### config.mk
export PLATFORM = sky130hd
export DESIGN_NAME = vcm_dac_i2c_slave
export DESIGN_NICKNAME = d
export VERILOG_FILES = /design/src/rtl/dacslv_pkg.sv /design/src/rtl/dacslv_line_filter.sv /design/src/rtl/dacslv_bus_engine.sv /design/src/rtl/dacslv_regfile.sv /design/src/rtl/vcm_dac_i2c_slave.sv
export SDC_FILE = /design/constraint.sdc
export NUM_CORES = 1
export LEC_CHECK = 0
export BUFFER_PORTS_ARGS = -buffer_cell sky130_fd_sc_hd__clkbuf_2
export CAP_MARGIN = 20
export CORE_MARGIN = 1
export CORE_UTILIZATION = 25
export CTS_BUF_LIST = sky130_fd_sc_hd__clkbuf_16
export DETAILED_ROUTE_END_ITERATION = 6
export PLACE_DENSITY = 0.42
export SLEW_MARGIN = 20
export SYNTH_ARGS = -nofsm -noshare
export SYNTH_HDL_FRONTEND = slang
export SYNTH_SLANG_ARGS = --single-unit
### constraint.sdc
create_clock -name clk -period 4.55 [get_ports clk]
set_input_delay 0.6825 -clock clk [delete_from_list [all_inputs] [get_ports clk]]
set_output_delay 0.6825 -clock clk [all_outputs]
set_load 0.01 [all_outputs]
### src/rtl/dacslv_pkg.sv
package dacslv_pkg;
  // bus-side sequencing of the slave
  typedef enum logic [2:0] {
    ST_IDLE,
    ST_ADDR,
    ST_ACK_A,
    ST_WDATA,
    ST_ACK_W,
    ST_RDATA,
    ST_ACK_R,
    ST_SKIP
  } bus_st_e;

  localparam int WORD_W = 16;
  localparam int BYTE_W = 8;
  localparam int ADDR_W = 7;
endpackage

### src/rtl/dacslv_line_filter.sv
module dacslv_line_filter #(
  parameter int FILT_N = 16,
  parameter int SYNC_N = 2
) (
  input  logic clk,
  input  logic rst,
  input  logic raw_i,
  output logic clean_o
);
  localparam int CNT_W = (FILT_N > 1) ? $clog2(FILT_N) : 1;

  logic [SYNC_N-1:0] sync_q;
  logic [CNT_W-1:0]  cnt_q;
  logic              samp;

  assign samp = sync_q[SYNC_N-1];

  // a new level is accepted only after FILT_N equal samples in a row
  always_ff @(posedge clk) begin
    if (rst) begin
      sync_q  <= '1;
      cnt_q   <= '0;
      clean_o <= 1'b1;
    end else begin
      sync_q <= {sync_q[SYNC_N-2:0], raw_i};
      if (samp != clean_o) begin
        if (cnt_q == CNT_W'(FILT_N - 1)) begin
          clean_o <= samp;
          cnt_q   <= '0;
        end else begin
          cnt_q <= cnt_q + 1'b1;
        end
      end else begin
        cnt_q <= '0;
      end
    end
  end
endmodule

### src/rtl/dacslv_bus_engine.sv
module dacslv_bus_engine
  import dacslv_pkg::*;
#(
  parameter int          ADDR_DC     = 2,
  parameter logic [4:0]  DEV_ADDR_HI = 5'b00011
) (
  input  logic              clk,
  input  logic              rst,
  input  logic              scl_f,
  input  logic              sda_f,
  input  logic [WORD_W-1:0] in_word_i,
  output logic              sda_low_o,
  output logic              byte_we_o,
  output logic              byte_hi_o,
  output logic [BYTE_W-1:0] byte_o,
  output logic              commit_o,
  output logic              clear_o
);
  localparam int HI_W  = ADDR_W - ADDR_DC;
  localparam int CNT_W = $clog2(BYTE_W + 1);

  bus_st_e           state_q;
  logic              scl_q, sda_q;
  logic [BYTE_W-1:0] shreg_q;
  logic [WORD_W-1:0] tx_q;
  logic [CNT_W-1:0]  bit_cnt_q;
  logic              second_q, is_read_q, m_ack_q;
  logic              scl_rise, scl_fall, start_c, stop_c, byte_done;

  assign scl_rise  = scl_f & ~scl_q;
  assign scl_fall  = ~scl_f & scl_q;
  assign start_c   = scl_f & scl_q & sda_q & ~sda_f;
  assign stop_c    = scl_f & scl_q & ~sda_q & sda_f;
  assign byte_done = scl_fall && (bit_cnt_q == CNT_W'(BYTE_W));

  always_ff @(posedge clk) begin
    if (rst) begin
      state_q   <= ST_IDLE;
      scl_q     <= 1'b1;
      sda_q     <= 1'b1;
      shreg_q   <= '0;
      tx_q      <= '0;
      bit_cnt_q <= '0;
      second_q  <= 1'b0;
      is_read_q <= 1'b0;
      m_ack_q   <= 1'b0;
      sda_low_o <= 1'b0;
      byte_we_o <= 1'b0;
      byte_hi_o <= 1'b0;
      byte_o    <= '0;
      commit_o  <= 1'b0;
      clear_o   <= 1'b0;
    end else begin
      scl_q     <= scl_f;
      sda_q     <= sda_f;
      byte_we_o <= 1'b0;
      commit_o  <= 1'b0;
      clear_o   <= 1'b0;
      if (start_c) begin
        state_q   <= ST_ADDR;
        bit_cnt_q <= '0;
        second_q  <= 1'b0;
        sda_low_o <= 1'b0;
      end else if (stop_c) begin
        state_q   <= ST_IDLE;
        sda_low_o <= 1'b0;
      end else begin
        unique case (state_q)
          ST_ADDR: begin
            if (scl_rise) begin
              shreg_q   <= {shreg_q[BYTE_W-2:0], sda_f};
              bit_cnt_q <= bit_cnt_q + 1'b1;
            end else if (byte_done) begin
              bit_cnt_q <= '0;
              if (shreg_q[BYTE_W-1 -: HI_W] == DEV_ADDR_HI) begin
                is_read_q <= shreg_q[0];
                sda_low_o <= 1'b1;
                state_q   <= ST_ACK_A;
              end else begin
                state_q <= ST_SKIP;
              end
            end
          end
          ST_ACK_A: begin
            if (scl_fall) begin
              if (is_read_q) begin
                tx_q      <= in_word_i;
                sda_low_o <= ~in_word_i[WORD_W-1];
                state_q   <= ST_RDATA;
              end else begin
                sda_low_o <= 1'b0;
                state_q   <= ST_WDATA;
              end
            end
          end
          ST_WDATA: begin
            if (scl_rise) begin
              shreg_q   <= {shreg_q[BYTE_W-2:0], sda_f};
              bit_cnt_q <= bit_cnt_q + 1'b1;
            end else if (byte_done) begin
              bit_cnt_q <= '0;
              byte_we_o <= 1'b1;
              byte_hi_o <= ~second_q;
              byte_o    <= shreg_q;
              sda_low_o <= 1'b1;
              state_q   <= ST_ACK_W;
            end
          end
          ST_ACK_W: begin
            if (scl_fall) begin
              sda_low_o <= 1'b0;
              if (second_q) begin
                commit_o <= 1'b1;
                state_q  <= ST_SKIP;
              end else begin
                second_q <= 1'b1;
                state_q  <= ST_WDATA;
              end
            end
          end
          ST_RDATA: begin
            if (scl_rise) begin
              bit_cnt_q <= bit_cnt_q + 1'b1;
            end else if (scl_fall) begin
              tx_q <= {tx_q[WORD_W-2:0], 1'b0};
              if (bit_cnt_q == CNT_W'(BYTE_W)) begin
                bit_cnt_q <= '0;
                sda_low_o <= 1'b0;
                state_q   <= ST_ACK_R;
              end else begin
                sda_low_o <= ~tx_q[WORD_W-2];
              end
            end
          end
          ST_ACK_R: begin
            if (scl_rise) begin
              m_ack_q <= ~sda_f;
            end else if (scl_fall) begin
              if (second_q) begin
                clear_o <= 1'b1;
                state_q <= ST_SKIP;
              end else if (m_ack_q) begin
                second_q  <= 1'b1;
                sda_low_o <= ~tx_q[WORD_W-1];
                state_q   <= ST_RDATA;
              end else begin
                state_q <= ST_SKIP;
              end
            end
          end
          default: ;
        endcase
      end
    end
  end
endmodule

### src/rtl/dacslv_regfile.sv
module dacslv_regfile
  import dacslv_pkg::*;
#(
  parameter int CODE_W   = 10,
  parameter int CODE_LSB = 4,
  parameter int PD_BIT   = 15
) (
  input  logic              clk,
  input  logic              rst,
  input  logic              byte_we_i,
  input  logic              byte_hi_i,
  input  logic [BYTE_W-1:0] byte_i,
  input  logic              commit_i,
  input  logic              clear_i,
  output logic [WORD_W-1:0] in_word_o,
  output logic [CODE_W-1:0] code_o,
  output logic              soft_pd_o
);
  always_ff @(posedge clk) begin
    if (rst) begin
      in_word_o <= '0;
      code_o    <= '0;
      soft_pd_o <= 1'b0;
    end else begin
      if (clear_i) begin
        in_word_o <= '0;
      end else if (byte_we_i) begin
        if (byte_hi_i) in_word_o[WORD_W-1 -: BYTE_W] <= byte_i;
        else           in_word_o[BYTE_W-1:0]         <= byte_i;
      end
      if (commit_i) begin
        code_o    <= in_word_o[CODE_LSB +: CODE_W];
        soft_pd_o <= in_word_o[PD_BIT];
      end
    end
  end
endmodule

### src/rtl/vcm_dac_i2c_slave.sv
module vcm_dac_i2c_slave
  import dacslv_pkg::*;
#(
  parameter int         FILT_N      = 16,
  parameter int         SYNC_N      = 2,
  parameter int         CODE_W      = 10,
  parameter int         CODE_LSB    = 4,
  parameter int         PD_BIT      = 15,
  parameter int         ADDR_DC     = 2,
  parameter logic [4:0] DEV_ADDR_HI = 5'b00011
) (
  input  logic              clk,
  input  logic              rst,
  input  logic              scl_i,
  input  logic              sda_i,
  input  logic              shdn_n_i,
  output logic              sda_low_o,
  output logic [CODE_W-1:0] dac_code_o,
  output logic              pwr_down_o
);
  localparam int N_LINES = 2;

  logic [N_LINES-1:0] raw_w, clean_w;
  logic               scl_clean, sda_clean;
  logic               byte_we_w, byte_hi_w, commit_w, clear_w, soft_pd_w;
  logic [BYTE_W-1:0]  byte_w;
  logic [WORD_W-1:0]  in_word_w;

  assign raw_w     = {scl_i, sda_i};
  assign scl_clean = clean_w[1];
  assign sda_clean = clean_w[0];

  for (genvar gi = 0; gi < N_LINES; gi++) begin : g_filt
    dacslv_line_filter #(.FILT_N(FILT_N), .SYNC_N(SYNC_N)) u_filt (
      .clk     (clk),
      .rst     (rst),
      .raw_i   (raw_w[gi]),
      .clean_o (clean_w[gi])
    );
  end

  dacslv_bus_engine #(.ADDR_DC(ADDR_DC), .DEV_ADDR_HI(DEV_ADDR_HI)) u_eng (
    .clk       (clk),
    .rst       (rst),
    .scl_f     (scl_clean),
    .sda_f     (sda_clean),
    .in_word_i (in_word_w),
    .sda_low_o (sda_low_o),
    .byte_we_o (byte_we_w),
    .byte_hi_o (byte_hi_w),
    .byte_o    (byte_w),
    .commit_o  (commit_w),
    .clear_o   (clear_w)
  );

  dacslv_regfile #(.CODE_W(CODE_W), .CODE_LSB(CODE_LSB), .PD_BIT(PD_BIT)) u_regs (
    .clk       (clk),
    .rst       (rst),
    .byte_we_i (byte_we_w),
    .byte_hi_i (byte_hi_w),
    .byte_i    (byte_w),
    .commit_i  (commit_w),
    .clear_i   (clear_w),
    .in_word_o (in_word_w),
    .code_o    (dac_code_o),
    .soft_pd_o (soft_pd_w)
  );

  // the shutdown pin bypasses every register on purpose
  assign pwr_down_o = soft_pd_w | ~shdn_n_i;
endmodule

==> results_dict.tcl, run 1 <==
set metrics [dict create \
    start_util_pct 26.0 \
    ir_drop_uv 199 \
    final_nets 460 \
    syn_nets 464 \
    vias 3102 \
    drv_slew 0 \
    row_count 45 \
    tns_ns 0 \
    grt_pass1_wl_mm 15.2 \
    grt_pass1_vias 2963 \
    max_cap_viol_count 0 \
    ys_top_cells_by_area "dfxtp_1, nand2_1, nor2_1" \
    synth_top_area_cell "dfxtp_1" \
    place_congestion 0.776 \
    crit_fanout 32 \
    p_int_mw 1.28 \
    yosys_warnings 0 \
    power.density_nw_per_um2 358 \
    synthFlopType "dfxtp_1" \
    crit_path_end_kind "flop" \
    power_leakage_nw 1.56 \
    ant_nets 0 \
    top_layer "met4" \
    clock-root-buffer "clkbuf_16" \
    required_ns 4.80 \
    core_area_sq_um 15400 \
    place_area_sq_um 4170 \
    arrival_ns 2.82 \
    drt_iter0_markers 161 \
    io_pins 17 \
    cts_tree "done" \
    synth-seq-area-share_pct 45.2 \
    min_period_over_period_pct 56.5 \
    fin_skew_ns 0.00660 \
    synth.top_cell.area_share_pct 45.2 \
    setup_ws_ns 1.98 \
    chipHeight_um 128 \
    ys_types 54 \
    p_clk_share_pct 49.5 \
    syn-instance-count 455 \
    finish.instance_area_sq_um 4490 \
    synth-seq-cells 90 \
    synth_edf_count 0 \
    portBuffers 16 \
    min_period_ns 2.57 \
    grt_start_max_net_pins 39 \
    numCtsBuffers 9 \
    wl_met1_mm 4.69 \
    finalSetupViolCount 0 \
    drc 0 \
    n_antenna_cell 0 \
    cts_max_path_buffers 2 \
    dp.cells 651 \
    hold_ws_ns 0.410 \
    met2_length_mm 3.89 \
    cp-start-kind "flop" \
    seqPwrFrac_pct 49.2 \
    yosysMostFrequentCell "dfxtp_1" \
    finalWirelength_mm 8.96 \
    hold_class "reg -> reg" \
    worst_pin_slew_ns 0.972 \
    clkSinkCount 90 \
    fmaxAchievable_mhz 389 \
    hold_viol 0 \
    syn_avg_cell_area_sq_um 8.77 \
    area_delta_synth_final_pct 12.4 \
    postCtsSetupBuffers 0 \
    cts_resized 0 \
    p_comb_share_pct 1.3 \
    slew_headroom_pct 35.0 \
    drive_above_1_share_pct 13.6 \
    htree_num_levels 3 \
    dr.pass1.iters 4 \
    grt_usage_pct 11.9 \
    hpwl_mm 6.05 \
    die-area_sq_um 16500 \
    swShare_pct 20.6 \
    async_reset_ff_share_pct 0 \
    cts_hold_buf 0 \
    dpl_worst_slack_ns 2.01 \
    grt_overflow 0 \
    vias_per_cell 4.65 \
    p_sw_mw 0.331 \
    path_clk_slew_ns 0.06 \
    dieWidth_um 128 \
    wl_per_cell_um 13.4 \
    yosys-top-cells-count "dfxtp_1, nand2_1, nor2_1, a21oi_1, nand3_1" \
    rsz0062_at_grt "false" \
    syn_area_sq_um 3990 \
    clk_latency_ns 0.34 \
    status "finished clean" \
    antenna_found_initial 0 \
    wl_met3_um 227 \
    critPathKind "reg -> reg" \
    stdcell_count 667 \
]
-- final cells by class --
class	instances	area [sq um]
Fill cell	1615	10900
Multi-Input combinational cell	327	1990
Sequential cell	90	1800
Tap cell	211	264
Clock buffer	9	225
Timing Repair Buffer	19	103
Clock inverter	7	91.3
Inverter	4	15.0
-- layer usage --
metal / vias up / global-route usage [%]
li1: 1570 / -
met1: 1486 / 16.1
met2: 37 / 17.9
met3: 9 / 2.62
met4: 0 / 5.67
met5: - / 0
-- registers in the layout (all words and copies together) (netlist names), 2 cells and up --
signal and flops:
u_eng.byte_o 8, u_regs.code_o 10, u_eng.tx_q 16, g_filt.u_filt.clean_o 2, u_regs.in_word_o 16, g_filt.u_filt.sync_q 4
u_eng.state_q 3, u_eng.bit_cnt_q 4, g_filt.u_filt.cnt_q 8, u_eng.shreg_q 8
-- metrics by stage --
step           power (mW)  utilization, %
2_1_floorplan       0.824               -
3_3_place_gp        0.830            27.1
3_5_place_dp        0.830            27.1
4_1_cts              1.63            29.2
5_1_grt              1.66            29.2
6_report             1.61            29.2
-- power by group through the flow --
stage	combinational, mW	clock [mW]	sequential, mW
after floorplan	0.0156	0	0.808
after global placement	0.0214	0	0.809
after detailed placement	0.0217	0	0.809
after CTS	0.0217	0.818	0.791
after global routing	0.0239	0.850	0.790
final	0.0211	0.794	0.791
-- cell usage in the layout, fill, tap and decap left out, drive strengths merged, types with 2 or more instances in the layout --
cell	count
and2	2
buf	3
ha	4
o21a	2
and3	5
nand2	74
clkbuf	25
nand3b	4
nor2b	8
nand3	29
o21bai	3
nor2	58
nor3	4
and3b	2
a31oi	2
o21ai	9
xnor2	5
mux2i	21
a21oi	37
nand2b	9
a211o	2
clkinv	4
nor3b	3
xor2	2
a32oi	2
inv	5
or2	7
nand4	3
bufinv	2
dfxtp	90
a311oi	17
-- path summary, 6_finish.rpt --
check                                           startpoint                    endpoint  slack, ns  depth (start not counted)
worst min-delay path            g_filt[1].u_filt.sync_q[0]  g_filt[1].u_filt.sync_q[1]       0.41                          1
worst max-delay path                      u_eng.state_q[2]               u_eng.tx_q[5]       1.98                          4
worst min register to register  g_filt[1].u_filt.sync_q[0]  g_filt[1].u_filt.sync_q[1]       0.41                          1
worst max register to register            u_eng.state_q[2]               u_eng.tx_q[5]       1.98                          4
-- logic make-up after synthesis --
logic type,after synthesis,synth area share (%)
and+or+nand+nor,213,25.7
DFF,90,45.2
AOI/OAI and AO/OA,82,16.0
buffers and inverters,38,5.08
muxes,21,5.27
xor gates and xnor gates,7,1.54
adders and majority gates,4,1.25
-- worst max-delay path: stages (launching register included) --
cell	delay, ns
dfxtp_1	0.87
nand3b_4	0.34
a21oi_4	0.85
nor2_1	0.12
a311oi_2	0.27
No activity file was read; power rests on OpenSTA's default activity.
==> run 2, diff against run 1 <==
clock period = 2.7 ns   (was 4.55 ns; I/O delays follow)
==> results_dict.tcl, run 2 (synthesis gave the netlist of run 1 again) <==
set metrics [dict create \
    status "finished clean" \
    cp-start-kind "flop" \
    htree_num_levels 3 \
    min_period_ns 1.87 \
    area_delta_synth_final_pct 13.6 \
    grtUsageMet1_pct 15.7 \
    cts_resized 0 \
    wl_per_cell_um 13.2 \
    slew_headroom_pct 51.1 \
    finalWirelength_mm 8.89 \
    dieWidth_um 128 \
    numCtsBuffers 9 \
    drive_above_1_share_pct 15.1 \
    drv_slew 0 \
    row_count 45 \
    layout_commonest_cell "dfxtp_1" \
    rsz0062_at_grt "false" \
    grt_overflow 0 \
    grt_pass1_vias 2847 \
    grtUsageMet3_pct 2.83 \
    required_ns 2.96 \
    cts_hold_buf 0 \
    start_util_pct 26.0 \
    hold_viol 0 \
    portBuffers 16 \
    hold_class "in -> reg" \
    critPathKind "reg -> reg" \
    place_congestion 0.779 \
    drc 0 \
    grt_pass1_wl_mm 14.7 \
    cts_max_path_buffers 2 \
    n_antenna_cell 0 \
    cts_tree "done" \
    finalSetupViolCount 0 \
    crit_fanout 32 \
    path_cells "nor3b_2 > nand2_1 > a21oi_4 > buf_4 > nor2_1 > a311oi_2" \
    hold_ws_ns 0.248 \
    vias_per_cell 4.57 \
    drt_iter0_markers 114 \
    r2r_cells 6 \
    post-route-util_pct 29.5 \
    ir_drop_uv 329 \
    dr.pass1.iters 6 \
    die-area_sq_um 16500 \
    path_clk_slew_ns 0.07 \
    antenna_found_initial 0 \
    fin_skew_ns 0.0102 \
    crit_path_end_kind "flop" \
    stdcell_count 674 \
    busiest_layer "met2" \
    tns_ns 0 \
    clk_latency_ns 0.34 \
    clkSinkCount 90 \
    hpwl_mm 6.16 \
    grt_usage_pct 11.5 \
    final_nets 467 \
    ant_nets 0 \
    slowest_delay_ns 0.53 \
    max_cap_viol_count 0 \
    grt_start_max_net_pins 33 \
    use_met2_pct 17.4 \
    power_leakage_nw 1.58 \
    postCtsSetupBuffers 0 \
    clock-root-buffer "clkbuf_16" \
    dp.cells 658 \
    final_cell_mix "dfxtp_1, nand2_1, nor2_1" \
    io_pins 17 \
    min_period_over_period_pct 69.4 \
    hold_depth 2 \
    top_regs "u_eng.tx_q: 16 flops, u_regs.in_word_o: 16 flops, u_regs.code_o: 10 flops" \
    vias 3081 \
    fmaxAchievable_mhz 533 \
    arrival_ns 2.13 \
    core_area_sq_um 15400 \
    crit_slowest_cell "dfxtp_1" \
    power.density_nw_per_um2 590 \
    worst_pin_slew_ns 0.724 \
    chipHeight_um 128 \
]
[run 2: cell count changes in the layout (fill, tap and decap cells not counted)]
cell,change
clkinv_4,-1
clkinvlp_4,+3
clkinv_8,+1
buf_4,+7
clkinv_2,-2
clkinv_1,-1
inv_6,+1
bufinv_16,-1
[run 2: worst paths after layout]
path	slack, ns	endpoint	from
setup / recovery	0.83	u_eng.tx_q[12]	u_eng.state_q[0]
setup reg to reg	0.83	u_eng.tx_q[12]	u_eng.state_q[0]
hold reg to reg	0.41	g_filt[0].u_filt.sync_q[1]	g_filt[0].u_filt.sync_q[0]
hold / removal	0.25	g_filt[0].u_filt.sync_q[0]	sda_i
[run 2: metal layers]
layer / wire length, um / part of all wire [%]
met5: 0 / 0
met4: 123 / 1.4
met3: 402 / 4.5
met2: 3960 / 45
met1: 4400 / 49
[run 2: area by class of cell]
type                       instances  area, sq um
clock buffer                       9          225
multi-input combinational        327         1990
inverter                           4         15.0
sequential                        90         1800
fill                            1645        10800
clock inverter                     7         86.3
tap                              211          264
timing repair buffer              26          155
[run 2: worst max-delay path: cells and delay by family, from the launching register on]
kind | cells | cell delay [ns]
buffers and inverters | 1 | 0.36
and+or+nand+nor | 3 | 0.49
AOI/OAI and AO/OA | 2 | 0.39
DFF | 1 | 0.53
[run 2: per-stage QoR]
step / area, sq um / power, mW / setup WS [ns]
after floorplan: 3990 / 1.39 / 1.24
after global placement: 4220 / 1.40 / 0.863
after detailed placement: 4220 / 1.40 / 0.826
after CTS: 4530 / 2.72 / 0.810
after global routing: 4530 / 2.77 / 0.651
final: 4530 / 2.67 / 0.825
[run 2: report_power, final]
group | internal (mW) | leakage (nW) | switching (mW)
Clock | 0.732 | 0.141 | 0.572
Sequential | 1.33 | 0.726 | 0.00166
Combinational | 0.0103 | 0.717 | 0.0265
Total | 2.07 | 1.58 | 0.600
